[config.mk]
export PLATFORM = sky130hd
export DESIGN_NAME = pbus_host
export DESIGN_NICKNAME = d
export VERILOG_FILES = /design/src/rtl/pbus_pkg.sv /design/src/rtl/pbus_sync.sv /design/src/rtl/pbus_link_fsm.sv /design/src/rtl/pbus_regfile.sv /design/src/rtl/pbus_host.sv
export SDC_FILE = /design/constraint.sdc
export NUM_CORES = 1
export LEC_CHECK = 0
export ABC_AREA = 0
export BUFFER_PORTS_ARGS = -buffer_cell sky130_fd_sc_hd__buf_2
export CORE_MARGIN = 5
export CORE_UTILIZATION = 45
export CTS_CLUSTER_SIZE = 40
export DETAILED_ROUTE_END_ITERATION = 6
export HOLD_SLACK_MARGIN = 0.08
export PLACE_DENSITY = 0.73
export SYNTH_ARGS = -nofsm -noshare
export SYNTH_HDL_FRONTEND = slang
export SYNTH_SLANG_ARGS = --single-unit
[constraint.sdc]
create_clock -name clk -period 2.5 [get_ports clk]
set_clock_uncertainty 0.1 [all_clocks]
set_input_delay 0 -clock clk [delete_from_list [all_inputs] [get_ports clk]]
set_output_delay 0 -clock clk [all_outputs]
set_load 0.05 [all_outputs]
[src/rtl/pbus_pkg.sv]
package pbus_pkg;

  typedef enum logic [2:0] {
    L_IDLE,
    L_SETUP,
    L_DRIVE,
    L_STROBE,
    L_RELEASE,
    L_DONE
  } link_state_e;

  // register offsets (the link offsets start at OFF_ADDR)
  localparam int OFF_HOLD = 0;
  localparam int OFF_STAT = 1;
  localparam int OFF_CTRL = 2;
  localparam int OFF_ADDR = 3;

  // status bit positions
  localparam int ST_TMO  = 0;
  localparam int ST_IRQ  = 1;
  localparam int ST_HOLD = 2;
  localparam int ST_LINE = 3;

  // control bit positions
  localparam int CTRL_IRQ_EN = 0;

endpackage

[src/rtl/pbus_sync.sv]
module pbus_sync #(
  parameter int WIDTH  = 1,
  parameter int STAGES = 2,
  parameter logic [WIDTH-1:0] RST_VAL = '0
) (
  input  logic             clk,
  input  logic             rst_n,
  input  logic [WIDTH-1:0] d,
  output logic [WIDTH-1:0] q
);

  generate
    if (STAGES == 0) begin : g_bypass
      assign q = d;
    end else begin : g_chain
      logic [STAGES-1:0][WIDTH-1:0] chain;
      always_ff @(posedge clk or negedge rst_n) begin
        if (!rst_n) begin
          chain <= {STAGES{RST_VAL}};
        end else begin
          chain[0] <= d;
          for (int i = 1; i < STAGES; i++) chain[i] <= chain[i-1];
        end
      end
      assign q = chain[STAGES-1];
    end
  endgenerate

endmodule

[src/rtl/pbus_link_fsm.sv]
module pbus_link_fsm
  import pbus_pkg::*;
#(
  parameter int BYTE_W         = 8,
  parameter int TIMEOUT_CYCLES = 256
) (
  input  logic              clk,
  input  logic              rst_n,
  input  logic              start,
  input  logic              start_addr,
  input  logic              start_wr,
  input  logic [BYTE_W-1:0] start_byte,
  input  logic              hold_s,
  input  logic [BYTE_W-1:0] ad_in,
  output logic              idle,
  output logic              done,
  output logic              timed_out,
  output logic [BYTE_W-1:0] xfer_byte,
  output logic [BYTE_W-1:0] ad_out,
  output logic              ad_oe,
  output logic              wr_n,
  output logic              astb_n,
  output logic              dstb_n
);

  localparam int CNT_W = $clog2(TIMEOUT_CYCLES + 1);
  localparam logic [CNT_W-1:0] CNT_LAST = CNT_W'(TIMEOUT_CYCLES - 1);

  link_state_e       st_q;
  logic              kind_addr_q;
  logic              kind_wr_q;
  logic              abort_q;
  logic [BYTE_W-1:0] wbyte_q;
  logic [BYTE_W-1:0] rbyte_q;
  logic [CNT_W-1:0]  cnt_q;
  logic              expired;

  assign expired = (cnt_q == CNT_LAST);

  always_ff @(posedge clk or negedge rst_n) begin
    if (!rst_n) begin
      st_q        <= L_IDLE;
      kind_addr_q <= 1'b0;
      kind_wr_q   <= 1'b0;
      abort_q     <= 1'b0;
      wbyte_q     <= '0;
      rbyte_q     <= '0;
      cnt_q       <= '0;
    end else begin
      unique case (st_q)
        L_IDLE: begin
          abort_q <= 1'b0;
          // a new cycle must wait for the previous handshake to settle
          if (start && !hold_s) begin
            kind_addr_q <= start_addr;
            kind_wr_q   <= start_wr;
            wbyte_q     <= start_byte;
            st_q        <= L_SETUP;
          end
        end
        L_SETUP: begin
          cnt_q <= '0;
          st_q  <= kind_wr_q ? L_DRIVE : L_STROBE;
        end
        L_DRIVE: begin
          st_q <= L_STROBE;
        end
        L_STROBE: begin
          if (hold_s) begin
            if (!kind_wr_q) rbyte_q <= ad_in;
            cnt_q <= '0;
            st_q  <= L_RELEASE;
          end else if (expired) begin
            if (!kind_wr_q) rbyte_q <= '1;
            abort_q <= 1'b1;
            st_q    <= L_DONE;
          end else begin
            cnt_q <= cnt_q + 1'b1;
          end
        end
        L_RELEASE: begin
          if (!hold_s) begin
            st_q <= L_DONE;
          end else if (expired) begin
            if (!kind_wr_q) rbyte_q <= '1;
            abort_q <= 1'b1;
            st_q    <= L_DONE;
          end else begin
            cnt_q <= cnt_q + 1'b1;
          end
        end
        L_DONE: begin
          st_q <= L_IDLE;
        end
        default: st_q <= L_IDLE;
      endcase
    end
  end

  logic in_cycle;
  logic strobing;
  assign in_cycle = (st_q == L_SETUP) || (st_q == L_DRIVE) ||
                    (st_q == L_STROBE) || (st_q == L_RELEASE);
  assign strobing = (st_q == L_STROBE);

  assign idle      = (st_q == L_IDLE);
  assign done      = (st_q == L_DONE);
  assign timed_out = done && abort_q;
  assign xfer_byte = kind_wr_q ? wbyte_q : rbyte_q;
  assign ad_out    = wbyte_q;
  assign wr_n      = !(in_cycle && kind_wr_q);
  assign ad_oe     = kind_wr_q && ((st_q == L_DRIVE) || (st_q == L_STROBE) ||
                                   (st_q == L_RELEASE));
  assign astb_n    = !(strobing && kind_addr_q);
  assign dstb_n    = !(strobing && !kind_addr_q);

endmodule

[src/rtl/pbus_regfile.sv]
module pbus_regfile
  import pbus_pkg::*;
#(
  parameter int BYTE_W = 8,
  parameter int OFFS_W = 3
) (
  input  logic              clk,
  input  logic              rst_n,
  input  logic              acc_fire,
  input  logic              acc_write,
  input  logic [OFFS_W-1:0] acc_offset,
  input  logic [BYTE_W-1:0] acc_wdata,
  input  logic              link_done,
  input  logic              link_timeout,
  input  logic [BYTE_W-1:0] link_byte,
  input  logic              hold_s,
  input  logic              line_s,
  output logic [BYTE_W-1:0] local_rdata,
  output logic              irq_o
);

  logic [BYTE_W-1:0] hold_reg_q;
  logic [BYTE_W-1:0] ctrl_q;
  logic              tmo_q;
  logic              pend_q;
  logic              line_d_q;
  logic [BYTE_W-1:0] stat;
  logic              rise;
  logic              stat_rd;

  assign rise    = line_s && !line_d_q;
  assign stat_rd = acc_fire && !acc_write && (acc_offset == OFFS_W'(OFF_STAT));

  always_ff @(posedge clk or negedge rst_n) begin
    if (!rst_n) begin
      hold_reg_q <= '0;
      ctrl_q     <= '0;
      tmo_q      <= 1'b0;
      pend_q     <= 1'b0;
      line_d_q   <= 1'b1;
    end else begin
      line_d_q <= line_s;
      if (acc_fire && acc_write) begin
        if (acc_offset == OFFS_W'(OFF_HOLD)) hold_reg_q <= acc_wdata;
        if (acc_offset == OFFS_W'(OFF_CTRL)) ctrl_q     <= acc_wdata;
      end
      if (link_done && !link_timeout) hold_reg_q <= link_byte;
      // set wins over the read-to-clear
      if (link_timeout)  tmo_q <= 1'b1;
      else if (stat_rd)  tmo_q <= 1'b0;
      if (rise)          pend_q <= 1'b1;
      else if (stat_rd)  pend_q <= 1'b0;
    end
  end

  always_comb begin
    stat          = '0;
    stat[ST_TMO]  = tmo_q;
    stat[ST_IRQ]  = pend_q;
    stat[ST_HOLD] = hold_s;
    stat[ST_LINE] = line_s;
  end

  always_comb begin
    unique case (acc_offset)
      OFFS_W'(OFF_HOLD): local_rdata = hold_reg_q;
      OFFS_W'(OFF_STAT): local_rdata = stat;
      OFFS_W'(OFF_CTRL): local_rdata = ctrl_q;
      default:           local_rdata = '0;
    endcase
  end

  assign irq_o = pend_q && ctrl_q[CTRL_IRQ_EN];

endmodule

[src/rtl/pbus_host.sv]
module pbus_host
  import pbus_pkg::*;
#(
  parameter int BYTE_W         = 8,
  parameter int OFFS_W         = 3,
  parameter int SYNC_STAGES    = 2,
  parameter int TIMEOUT_CYCLES = 256
) (
  input  logic              clk,
  input  logic              rst_n,
  input  logic              req_valid,
  output logic              req_ready,
  input  logic              req_write,
  input  logic [OFFS_W-1:0] req_offset,
  input  logic [BYTE_W-1:0] req_wdata,
  output logic [BYTE_W-1:0] req_rdata,
  output logic              irq_o,
  output logic [BYTE_W-1:0] lnk_ad_out,
  output logic              lnk_ad_oe,
  input  logic [BYTE_W-1:0] lnk_ad_in,
  output logic              lnk_wr_n,
  output logic              lnk_addr_stb_n,
  output logic              lnk_data_stb_n,
  input  logic              lnk_hold_n,
  input  logic              lnk_irq_n
);

  logic              hold_s;
  logic              line_s;
  logic              is_link;
  logic              link_idle;
  logic              link_done;
  logic              link_tmo;
  logic [BYTE_W-1:0] link_byte;
  logic [BYTE_W-1:0] local_rdata;
  logic              fire;

  pbus_sync #(.WIDTH(1), .STAGES(SYNC_STAGES), .RST_VAL(1'b0)) u_hold_sync (
    .clk(clk), .rst_n(rst_n), .d(lnk_hold_n), .q(hold_s)
  );

  pbus_sync #(.WIDTH(1), .STAGES(SYNC_STAGES), .RST_VAL(1'b1)) u_irq_sync (
    .clk(clk), .rst_n(rst_n), .d(lnk_irq_n), .q(line_s)
  );

  assign is_link = (req_offset >= OFFS_W'(OFF_ADDR));

  pbus_link_fsm #(.BYTE_W(BYTE_W), .TIMEOUT_CYCLES(TIMEOUT_CYCLES)) u_fsm (
    .clk        (clk),
    .rst_n      (rst_n),
    .start      (req_valid && is_link),
    .start_addr (req_offset == OFFS_W'(OFF_ADDR)),
    .start_wr   (req_write),
    .start_byte (req_wdata),
    .hold_s     (hold_s),
    .ad_in      (lnk_ad_in),
    .idle       (link_idle),
    .done       (link_done),
    .timed_out  (link_tmo),
    .xfer_byte  (link_byte),
    .ad_out     (lnk_ad_out),
    .ad_oe      (lnk_ad_oe),
    .wr_n       (lnk_wr_n),
    .astb_n     (lnk_addr_stb_n),
    .dstb_n     (lnk_data_stb_n)
  );

  assign req_ready = is_link ? link_done : link_idle;
  assign fire      = req_valid && req_ready;
  assign req_rdata = is_link ? link_byte : local_rdata;

  pbus_regfile #(.BYTE_W(BYTE_W), .OFFS_W(OFFS_W)) u_regs (
    .clk          (clk),
    .rst_n        (rst_n),
    .acc_fire     (fire),
    .acc_write    (req_write),
    .acc_offset   (req_offset),
    .acc_wdata    (req_wdata),
    .link_done    (link_done),
    .link_timeout (link_tmo),
    .link_byte    (link_byte),
    .hold_s       (hold_s),
    .line_s       (line_s),
    .local_rdata  (local_rdata),
    .irq_o        (irq_o)
  );

endmodule

==> impl_metrics.tcl <==
set metrics [dict create \
    tns_ns 0 \
    setup_viol 0 \
    yosysWarnings 0 \
    ctsLongestPathBuffers 2 \
    max_slew_margin 0.498 \
    htree_levels 2 \
    die_area_mm2 0.00777 \
    cts_tree "yes" \
    worst_r2r_path_depth 4 \
    synthTopCellsByArea "dfrtp_1 46%, mux2_2 8.6%, mux2i_1 4.7%" \
    drt-vias-per-instance 5.65 \
    cts_num_sinks 54 \
    crit_start "u_fsm.st_q[1]$_DFFE_PN0P_" \
    dp_slack_ns 0.410 \
    worst_ir_drop_vdd_v 0.000705 \
    fin_crit_ns 2.14 \
    die_w_um 88.2 \
    remaining_drc_errors 0 \
    synth_top_area_cell "dfrtp_1" \
    fin_total_pwr_mw 3.87 \
    final_net_count 336 \
    period_share 0.855 \
    place_congestion 0.853 \
    critical_path.max_fanout 18 \
    clkLatencyLatePin_ns 0.30 \
    r2r_start "u_fsm.st_q[1]$_DFFE_PN0P_" \
    reg2reg_to "u_regs.hold_reg_q[5]$_DFFE_PN0P_" \
    core_area_mm2 0.00592 \
    area_growth_pct 21.5 \
    drt_iter0_drc 130 \
    end_kind "flop" \
    clk_pin_slew_ns 0.10 \
    crit_path_start_kind "flop" \
    grt_overflow_total 0 \
    grt_max_degree 37 \
    antenna_found_initial 0 \
    vias 2182 \
    start_util 0.464 \
    drv_cap 0 \
    dr.pass1.iters 4 \
    hold_end "u_regs.tmo_q$_DFFE_PN0P_" \
    layout_commonest_cell "dfrtp_1" \
    postRouteAntennaNets 0 \
    antenna-diode-count 0 \
    cp.required_ns 2.60 \
    whs_ns 0.0930 \
    finalMaxSlewViolations 0 \
    syn_area_mm2 0.00275 \
    layout-drive-gt1-share 0.299 \
    grt_pass1_wl_mm 10.6 \
    yosysSeqAreaShare 0.493 \
    rsz0062_at_grt "no" \
    worstSetupPathType "reg2reg" \
    synth_edf_count 0 \
    track_usage 0.176 \
    hp-start "req_valid" \
    p_leak_nw 1.50 \
    arrival_ns 2.23 \
    grt_pass1_vias 2103 \
    synthFlopType "dfrtp_1" \
    ios 47 \
    async_flop_share 1.00 \
    outcome "finished, final reports clean" \
    synth_area_per_cell_um2 11.2 \
    fmax_mhz 468 \
    place_hpwl_mm 4.63 \
    port_buffers 46 \
    synth-seq-cells 54 \
    drt-wirelength-per-cell_um 16.8 \
    numCtsBuffers 5 \
    power.density_mw_per_mm2 1160 \
    rows 28 \
    cts_resized 0 \
    synth_top_area_share 0.464 \
    fin_util 0.564 \
    synthesis.nets 271 \
    netlist_instances 245 \
    final_cell_mix "51 x dfrtp_1, 46 x buf_2, 22 x dlygate4sd3_1, 21 x mux2_2, 20 x nor2_1" \
    hold_violations 0 \
    min_path_type "in2reg" \
    min_delay_path_depth 4 \
    routed_wl_mm 6.47 \
    tightest_slew_ns 0.750 \
    yosysUniqueCellTypes 56 \
    die_h_um 88.2 \
    fin_ws_ns 0.363 \
    r2r_setup_slack_ns 0.36 \
    clockRootBuffer "clkbuf_8" \
]
## cells by family (layout without fill, tap and decap cells)
family,count (synthesis),in the layout,synth area share
mux,35,35,0.138
flops,54,54,0.493
compound gates,68,68,0.182
fa+ha+maj,1,1,0.00455
buf+inv,15,81,0.0278
simple gates,71,71,0.151
xor+xnor,1,1,0.00319
## routing by layer
layer	wire (um)	vias up	global-route usage
met2	3040	68	0.270
met5	0	-	0
met1	3010	1049	0.267
li1	-	1060	-
met4	51	0	0.0371
met3	367	5	0.0263
## critical path, stage by stage (launching register included)
cell and delay [ns]:
dfrtp_1 0.58, or3_4 0.47, mux2i_2 0.20, a31oi_1 0.30
a221o_1 0.38
## through the flow
| stage | std cells | cell area (um2) |
|---|---|---|
| global placement | 356 | 3020 |
| floorplan | 245 | 2750 |
| CTS | 386 | 3340 |
| finish | 386 | 3340 |
| detailed placement | 356 | 3020 |
| global route | 386 | 3340 |
## cells in the mapped netlist (2+ instances only)
cell type,n
a21boi_0,2
a21oi_1,12
a221o_1,8
a31oi_1,4
and3_1,2
buf_2,4
buf_6,2
clkbuf_1,5
dfrtp_1,51
dfstp_2,3
inv_1,3
mux2_2,21
mux2i_1,13
nand2_1,7
nand2b_1,7
nand3_1,6
nand4_1,2
nor2_1,20
nor3_1,5
nor4_1,2
o21a_1,2
o21ai_0,11
o22a_1,13
o22ai_1,5
or2_2,2
or3_1,2
or3b_1,2
## flip-flops by register name (all words and copies together), names as in the netlist, 3 cells and up
signal	cells
u_regs.ctrl_q	8
u_regs.hold_reg_q	8
u_fsm.cnt_q	9
u_fsm.rbyte_q	8
u_fsm.ad_out	8
u_fsm.st_q	3
## worst max path at each step
stage,slack [ns],endpoint
after floorplan,0.09,u_regs.hold_reg_q[4]$_DFFE_PN0P_
after global placement,0.46,u_regs.hold_reg_q[3]$_DFFE_PN0P_
after detailed placement,0.41,u_regs.hold_reg_q[4]$_DFFE_PN0P_
after CTS,0.41,u_regs.hold_reg_q[5]$_DFFE_PN0P_
after global routing,0.27,u_fsm.st_q[0]$_DFFE_PN0P_
final,0.36,u_regs.hold_reg_q[5]$_DFFE_PN0P_
## power breakdown
group	total, mW	internal (mW)	leakage, nW	switching, mW
clock network	0.512	0.210	0.0506	0.302
logic	1.87	0.686	0.782	1.19
registers	1.49	1.17	0.664	0.319
## final cells by class
| type | count | area (um2) |
|---|---|---|
| Tap cell | 75 | 93.8 |
| Timing Repair Buffer | 70 | 465 |
| Sequential cell | 54 | 1360 |
| Clock buffer | 5 | 68.8 |
| Clock inverter | 3 | 28.8 |
| Fill cell | 509 | 2580 |
| Multi-Input combinational cell | 176 | 1320 |
| Inverter | 3 | 11.3 |
## what timing repair did
item | CTS | global route
endpoints found under the hold margin | 92 | 0
setup buffers | 0 | 0
hold buffers | 22 | 0
endpoints found under the setup margin | 0 | 0
(Power assumes the default switching activity.)
